### src/rtl/smb_blk_target.sv
module smb_blk_target #(
  parameter logic [6:0] ADDR7    = 7'h6C,
  parameter int         NUM_REGS = 9,
  parameter int         CNT_IDX  = 7,
  parameter int         CNT_W    = 5,
  parameter int         CNT_RST  = 8,
  parameter int         IDX_W    = 8
) (
  input  logic             clk,
  input  logic             rst_n,
  input  logic             scl_i,
  input  logic             sda_i,
  output logic             sda_oe,
  output logic [IDX_W-1:0] reg_raddr,
  input  logic [7:0]       reg_rdata,
  output logic             reg_we,
  output logic [IDX_W-1:0] reg_waddr,
  output logic [7:0]       reg_wdata
);
  localparam logic [IDX_W-1:0] LAST = IDX_W'(NUM_REGS - 1);
  localparam logic [IDX_W-1:0] CIDX = IDX_W'(CNT_IDX);

  typedef enum logic [2:0] {IDLE, RX, ACK, TX, HACK, DROP} st_t;
  typedef enum logic [1:0] {K_ADDR, K_IDX, K_CNT, K_DATA} kind_t;

  logic [2:0]       scl_q, sda_q;
  st_t              st;
  kind_t            kind;
  logic [3:0]       bitcnt;
  logic [7:0]       sh;
  logic [IDX_W-1:0] idx;
  logic [7:0]       wrem;
  logic [CNT_W-1:0] rrem, cnt;
  logic             rd_go, host_ack;

  logic s_scl, p_scl, s_sda, p_sda;
  logic scl_rise, scl_fall, start_det, stop_det, quiet;
  logic [7:0] cnt_byte, rd_val, nxt_byte;

  assign s_scl = scl_q[1];
  assign p_scl = scl_q[2];
  assign s_sda = sda_q[1];
  assign p_sda = sda_q[2];
  assign scl_rise  = s_scl & ~p_scl;
  assign scl_fall  = ~s_scl & p_scl;
  assign start_det = s_scl & p_scl & p_sda & ~s_sda;
  assign stop_det  = s_scl & p_scl & ~p_sda & s_sda;
  assign quiet     = (st == IDLE) || (st == DROP);

  assign reg_raddr = idx;
  assign cnt_byte  = {{(8-CNT_W){1'b0}}, cnt};
  assign rd_val    = (idx == CIDX) ? cnt_byte : ((idx <= LAST) ? reg_rdata : 8'h00);
  assign nxt_byte  = (rrem != '0) ? rd_val : 8'hFF;

  always_ff @(posedge clk or negedge rst_n) begin
    if (!rst_n) begin
      scl_q <= '1;
      sda_q <= '1;
    end else begin
      scl_q <= {scl_q[1:0], scl_i};
      sda_q <= {sda_q[1:0], sda_i};
    end
  end

  always_ff @(posedge clk or negedge rst_n) begin
    if (!rst_n) begin
      st        <= IDLE;
      kind      <= K_ADDR;
      bitcnt    <= '0;
      sh        <= '0;
      idx       <= '0;
      wrem      <= '0;
      rrem      <= '0;
      cnt       <= CNT_W'(CNT_RST);
      rd_go     <= 1'b0;
      host_ack  <= 1'b0;
      sda_oe    <= 1'b0;
      reg_we    <= 1'b0;
      reg_waddr <= '0;
      reg_wdata <= '0;
    end else begin
      reg_we <= 1'b0;
      if (stop_det) begin
        st     <= IDLE;
        sda_oe <= 1'b0;
      end else if (start_det) begin
        st     <= RX;
        kind   <= K_ADDR;
        bitcnt <= '0;
        sda_oe <= 1'b0;
      end else begin
        case (st)
          RX: begin
            if (scl_rise && bitcnt != 4'd8) begin
              sh     <= {sh[6:0], s_sda};
              bitcnt <= bitcnt + 4'd1;
            end else if (scl_fall && bitcnt == 4'd8) begin
              case (kind)
                K_ADDR: begin
                  if (sh[7:1] == ADDR7) begin
                    sda_oe <= 1'b1;
                    st     <= ACK;
                    rd_go  <= sh[0];
                    kind   <= K_IDX;
                  end else begin
                    st <= DROP;
                  end
                end
                K_IDX: begin
                  idx    <= sh[IDX_W-1:0];
                  kind   <= K_CNT;
                  sda_oe <= 1'b1;
                  st     <= ACK;
                end
                K_CNT: begin
                  wrem   <= sh;
                  kind   <= K_DATA;
                  sda_oe <= 1'b1;
                  st     <= ACK;
                end
                default: begin
                  if (wrem != 8'd0) begin
                    sda_oe <= 1'b1;
                    st     <= ACK;
                    wrem   <= wrem - 8'd1;
                    idx    <= idx + 1'b1;
                    if (idx == CIDX) begin
                      cnt <= sh[CNT_W-1:0];
                    end else if (idx <= LAST) begin
                      reg_we    <= 1'b1;
                      reg_waddr <= idx;
                      reg_wdata <= sh;
                    end
                  end else begin
                    st <= DROP;
                  end
                end
              endcase
            end
          end
          ACK: begin
            if (scl_fall) begin
              bitcnt <= '0;
              if (rd_go) begin
                rd_go  <= 1'b0;
                st     <= TX;
                sh     <= cnt_byte;
                rrem   <= cnt;
                sda_oe <= ~cnt_byte[7];
              end else begin
                st     <= RX;
                sda_oe <= 1'b0;
              end
            end
          end
          TX: begin
            if (scl_rise) begin
              bitcnt <= bitcnt + 4'd1;
            end else if (scl_fall) begin
              if (bitcnt == 4'd8) begin
                sda_oe <= 1'b0;
                st     <= HACK;
              end else begin
                sh     <= {sh[6:0], 1'b1};
                sda_oe <= ~sh[6];
              end
            end
          end
          HACK: begin
            if (scl_rise) begin
              host_ack <= ~s_sda;
            end else if (scl_fall) begin
              if (host_ack) begin
                sh     <= nxt_byte;
                sda_oe <= ~nxt_byte[7];
                bitcnt <= '0;
                st     <= TX;
                if (rrem != '0) begin
                  rrem <= rrem - 1'b1;
                  idx  <= idx + 1'b1;
                end
              end else begin
                st <= DROP;
              end
            end
          end
          default: ;
        endcase
      end
    end
  end
endmodule


### config.mk
export PLATFORM = sky130hd
export DESIGN_NAME = smb_blk_target
export DESIGN_NICKNAME = d
export VERILOG_FILES = /design/src/rtl/smb_blk_target.sv
export SDC_FILE = /design/constraint.sdc
export NUM_CORES = 1
export LEC_CHECK = 0
export ABC_CLOCK_PERIOD_IN_PS = 3750
export CAP_MARGIN = 20
export CORE_MARGIN = 1
export CORE_UTILIZATION = 55
export DETAILED_ROUTE_END_ITERATION = 7
export PLACE_DENSITY = 0.87
export SLEW_MARGIN = 20
export SYNTH_ARGS = -nofsm -noshare
export SYNTH_HDL_FRONTEND = slang
export SYNTH_SLANG_ARGS = --single-unit
### constraint.sdc
create_clock -name clk -period 3.75 [get_ports clk]
set_clock_uncertainty 0.2 [all_clocks]
set_input_delay 0.9375 -clock clk [delete_from_list [all_inputs] [get_ports clk]]
set_output_delay 0.9375 -clock clk [all_outputs]
set_load 0.005 [all_outputs]
# After elaboration in Yosys (flattened, before gate mapping)

Cells that the tools add are included.

Magnitude comparators: 1
Muxes and demuxes: 92
Reduce and logical (&&, ||, !) cells: 31
Equal/unequal tests: 45
Bitwise logic cells: 19
Add/subtract/negate cells: 4

Operator list:

| kind                  | number |
|---|---|
| $mux W8               | 20 |
| $pmux W8 S2           | 3 |
| $ne A4 B4 Y1 const B  | 10 |
| $mux W3               | 13 |
| $ne A2 B2 Y1 const B  | 16 |
| $pmux W8 S4           | 1 |
| $mux W5               | 6 |
| $mux W1               | 28 |
| $mux W4               | 7 |
| $reduce_and A9 Y1     | 3 |
| $ne A3 B3 Y1 const B  | 8 |
| $reduce_and A8 Y1     | 3 |
| $reduce_and A11 Y1    | 2 |
| $pmux W4 S4           | 1 |
| $mux W2               | 6 |
| $not A1 Y1            | 12 |
| $pmux W3 S4           | 1 |
| $reduce_and A12 Y1    | 1 |
| $reduce_bool A2 Y1    | 6 |
| $pmux W5 S2           | 1 |
| $reduce_bool A5 Y1    | 2 |
| $add A8 B1 Y8 const B | 1 |
| $eq A8 B3 Y1 const B  | 1 |
| $le A8 B4 Y1 const B  | 1 |
| 27 further kinds      | 39 |

Register bits after elaboration: 69
Bits of input ports: 12
Output and inout port bits: 26
Logic and storage cells: 208

# Longest topological paths before layout

Depth after elaboration: 11
Mapped depth: 9
Depth with buffers taken out: 7

# Worst setup path before layout

Ideal clock, no wire load.

Path kind: register -> register
Start: register bitcnt[0]
End: register bitcnt[0]
Buffers on the path: 1
Setup slack: 1.346 ns
Required time: 3.425 ns
Stages on the path, launching flop included: 9
Arrival time: 2.079 ns
Setup time: 0.125 ns
Clock period less this slack: 2.404 ns
Cell sequence: dfrtp_1 > inv_1 > ha_1 > and3b_1 > clkbuf_1 > nor3_1 > a2111oi_0 > or3_1 > mux2_2

Longest elaborated chain between the ends: 4
Elaborated cells between the ends (all ways): 9
Those cells by class: 1 x add/sub; 2 x eq/ne; 4 x mux; 2 x reduce/logical

Ends and longest elaborated chain:

| item                                                 | RTL line    | source |
|---|---|---|
| from (decl)                                          | 29          | `logic [3:0] bitcnt;` |
| from (signal assigned)                               | 96          | `bitcnt <= bitcnt + 4'd1;` |
| from (signal assigned)                               | 158         | `bitcnt <= bitcnt + 4'd1;` |
| $add A4 B1 Y4 / $ne A4 B4 Y1 (equally long branches) | 96, 158, 94 |  |
| $mux W4, or another cell as far along                | 157         | `if (scl_rise) begin` |
| $pmux W4 S4 / $ne A3 B3 Y1 (equally long branches)   | n/a         |  |
| $mux W4 / $reduce_and A8 Y1 (equally long branches)  | n/a         |  |

Parallel ways exist; a longest one is shown, timed or not. The select of a mux whose other input is x is not followed.
A chain may end at the register's enable or synchronous reset.

# Worst setup path after layout

Start: register st[0]
End: register cnt[2]

Longest elaborated chain between the ends: 2

Ends and longest elaborated chain:

| item                               | RTL line | source |
|---|---|---|
| from (decl)                        | 27       | `st_t st;` |
| from (signal assigned)             | 67       | `st <= IDLE;` |
| from (signal assigned)             | 84       | `st <= IDLE;` |
| from (signal assigned)             | 87       | `st <= RX;` |
| $eq A3 B1 Y1                       | 92       | `case (st)` |
| $reduce_and A8 Y1 (no source line) | n/a      |  |
| to (signal assigned)               | 74       | `cnt <= CNT_W'(CNT_RST);` |
| to (signal assigned)               | 128      | `cnt <= sh[CNT_W-1:0];` |
| to (decl)                          | 33       | `logic [CNT_W-1:0] rrem, cnt;` |

No other way between the ends.

==> impl_metrics.py <==
metrics = {
    "global_routing": {
        "antenna_found_initial": 0,
        "grt_pass1_wl_um": 15860,
        "grt_max_degree": 70,
        "grt_use_total_pct": 27.04,
        "grt_pass1_vias": 3237,
        "grt.overflow.total": 0,
    },
    "synth": {
        "muxShareOfSynthArea_pct": 8.874,
        "synth_simple_gate_area_share_pct": 19.17,
        "synth-seq-cells": 69,
        "ys_types": 70,
        "postSynthAreaPerCell_um2": 9.812,
        "syn_inst": 411,
        "synthTopCellsByArea": "dfrtp_1, mux2_2, dfstp_2",
        "yosys.area.top_type": "dfrtp_1",
        "yosysWarnings": 0,
        "synth-seq-area-share_pct": 43.03,
        "syn_nets": 435,
        "synthXorXnorAreaFrac_pct": 0.4344,
        "synth_top_area_share_pct": 38.47,
        "ys.flop_type": "dfrtp_1",
        "synth_top_family_by_area": "compound AO/OA/AOI/OAI gates",
        "netlist_area_um2": 4033,
        "synth-edff-count": 0,
        "async_flop_share_pct": 100.0,
        "synth-compound-area-share_pct": 20.29,
        "synth_adder_area_share_pct": 3.723,
    },
    "clock_network": {
        "tritoncts": "built",
        "clkLatencyLatePin_ps": 350,
        "max-clock-path-buffers": 2,
        "htreeDepth": 3,
        "clk_pin_slew_ps": 70,
        "cts_hold_buffers": 0,
        "cts-buffers-inserted": 9,
        "root_buffer": "clkbuf_8",
        "cts_resized": 0,
        "cts.sinks": 69,
        "post_cts_buffers": 0,
    },
    "critical_path": {
        "cp_top_family": "simple AND/OR/NAND/NOR gates",
        "crit_path_max_incr_delay_ps": 680,
        "path_buf_inv": 0,
        "ff2ff_setup_slack_ps": 870,
        "r2r-start": "st[0]",
        "reg2reg_to": "cnt[2]",
        "end_kind": "register",
        "slowest_stage": "dfrtp_1",
        "crit_fanout": 20,
        "arrival_ps": 2920,
        "ff2ff_path_depth": 5,
        "critPathRequiredTime_ps": 3780,
        "worstSetupPathType": "register to register",
        "path_cells": "or3b_1, nor3_4, nand3_1, nor3_2, mux2_2",
        "startpoint_type": "register",
    },
    "min_path": {
        "hold_class": "register to register",
        "hold_path.startpoint": "scl_q[0]",
        "whs_path_depth": 0,
        "hold_end": "scl_q[1]",
    },
    "pwr": {
        "power_frac_seq_pct": 41.0,
        "clkPwrFrac_pct": 23.2,
        "combPwrFrac_pct": 35.8,
        "vdd.ir_drop.worst_mv": 0.3346,
        "leakagePower_nw": 2.100,
        "p_per_area_nw_per_um2": 570.0,
        "p_int_w": 0.001595,
        "switchingPower_w": 0.001066,
        "netSwitchingFraction_pct": 40.06,
    },
    "layout": {
        "utilization_pct": 67.21,
        "drive_above_1_share_pct": 13.90,
        "nNetsFinal": 465,
        "antennaDiodeCount": 0,
        "area_delta_synth_final_pct": 15.73,
    },
    "sta": {
        "fin_crit_ps": 2883,
        "layout_worst_path_cycle_share_pct": 76.88,
        "tns_ps": 0,
        "setup_viol": 0,
        "hold_viol": 0,
        "timing.fmax_mhz": 346.9,
        "rsz0062_at_grt": "no",
        "relSlewSlack_pct": 30.95,
        "slew_viol_final": 0,
        "fin_ws_ps": 867.0,
        "tightest_slew_ps": 1031,
    },
    "placed_design": {
        "place_ws_ps": 808.3,
        "io_buffers": 37,
        "place_hpwl_um": 6746,
        "gp_congestion": 0.9220,
    },
    "job": {
        "drv_cap": 0,
    },
    "drt": {
        "viasPerCell": 6.304,
        "drc": 0,
        "drt-total-wl_um": 9616,
        "firstDrtPassIters": 5,
        "post_drt_wl_per_cell_um": 17.74,
        "ant_nets": 0,
        "via_count": 3417,
        "drt_iter0_markers": 352,
    },
    "die": {
        "start_util_pct": 58.07,
        "core-area_um2": 6944,
        "die_area_um2": 7678,
        "die_w_um": 87.63,
        "boundaryPins": 38,
        "rows": 30,
        "die_h_um": 87.63,
    },
    "run_status": {
        "status": "complete, no violations",
    },
}
## stage by stage
step                area (µm²)  hold WS, ps  instances  total power (W)
floorplan                 4033        145.2        411         0.001746
global placement          4459        145.7        526         0.001974
detailed placement        4459        147.6        526         0.002014
CTS                       4657        160.9        542         0.002632
global route              4667        166.6        542         0.002813
finish                    4667        158.5        542         0.002660
## worst register-to-register path, stage by stage (launching register included)
cell and delay, ps:
dfrtp_1 680, or3b_1 550, nor3_4 300, nand3_1 210, nor3_2 440, mux2_2 390
## cell type report
class                   instances  area, µm²
flip-flops and latches         69       1735
well taps                      96      120.1
repair buffers                 40      400.4
clock buffers                   9      123.9
inverters                      23      86.33
multi-input cells             298       2127
fillers                       523       2277
clock inverters                 7      73.82
## power by group through the flow
stage	clock (W)	combinational [W]	sequential, W
floorplan	0	0.000773	0.000973
finish	0.000618	0.000952	0.00109
detailed placement	0	0.000924	0.00109
global placement	0	0.000891	0.00108
CTS	0.000627	0.000930	0.00108
global route	0.000661	0.00105	0.00111
## metal layers
metal	vias to the layer above	part of all wire (%)	track usage, %	routed length, µm
met5	-	0	0	0
met4	0	2.3	11.92	221
met3	24	5.7	4.901	549
met2	149	47	42.05	4564
met1	1653	45	37.13	4280
li1	1591	-	-	-
## synth_stat cells (all sizes together) (7+ instances only)
library cell	count
a21oi	13
a31oi	9
buf	8
clkbuf	13
dfrtp	62
dfstp	7
ha	12
inv	23
mux2	23
mux2i	8
nand2	18
nand2b	8
nand3	14
nor2	40
nor3	11
o211ai	7
o21ai	22
or3	7
## how the worst max path moves through the flow
stage,start,to,cells past startpoint
floorplan,bitcnt[0],bitcnt[0],8
global placement,st[0],reg_raddr[0],4
detailed placement,st[0],reg_raddr[0],4
CTS,st[0],reg_raddr[0],4
global route,st[0],wrem[7],5
finish,st[0],cnt[2],5
## logic make-up after synthesis
logic type / Yosys count
AOI/OAI and AO/OA: 113
xor gates and xnor gates: 2
muxes: 31
adders and majority gates: 12
buffers and inverters: 44
DFF: 69
and+or+nand+nor: 140
## placed cells by master, fill, tap and decap left out, types with 3 or more instances in the layout
cell and n:
a2111oi_0 3, a211o_1 6, a211oi_1 4, a21boi_0 3, a21o_1 4, a21oi_1 13
a22oi_1 3, a2bb2oi_1 3, a31oi_1 8, and2_1 6, and3_1 5, clkbuf_8 9
clkdlybuf4s50_1 36, dfrtp_1 62, dfstp_2 7, ha_1 12, inv_1 23, mux2_2 18
mux2_4 5, mux2i_1 8, nand2_1 18, nand2b_1 8, nand3_1 14, nor2_1 39
nor2b_1 5, nor3_1 9, nor3b_1 3, nor4_1 5, o211ai_1 7, o21ai_0 22
o22a_1 6, o22ai_1 6, o311a_1 4, o31ai_1 4, or3_1 7, or3b_2 3
## flip-flops by register name (all words and copies together), names as in the netlist, 2 cells and up
name and flops:
reg_raddr 8, reg_waddr 8, reg_wdata 8, sh 8
wrem 8, cnt 5, rrem 5, bitcnt 4
scl_q 3, sda_q 3, st 3, kind 2
Note: power is estimated with default switching activity, not from simulation.
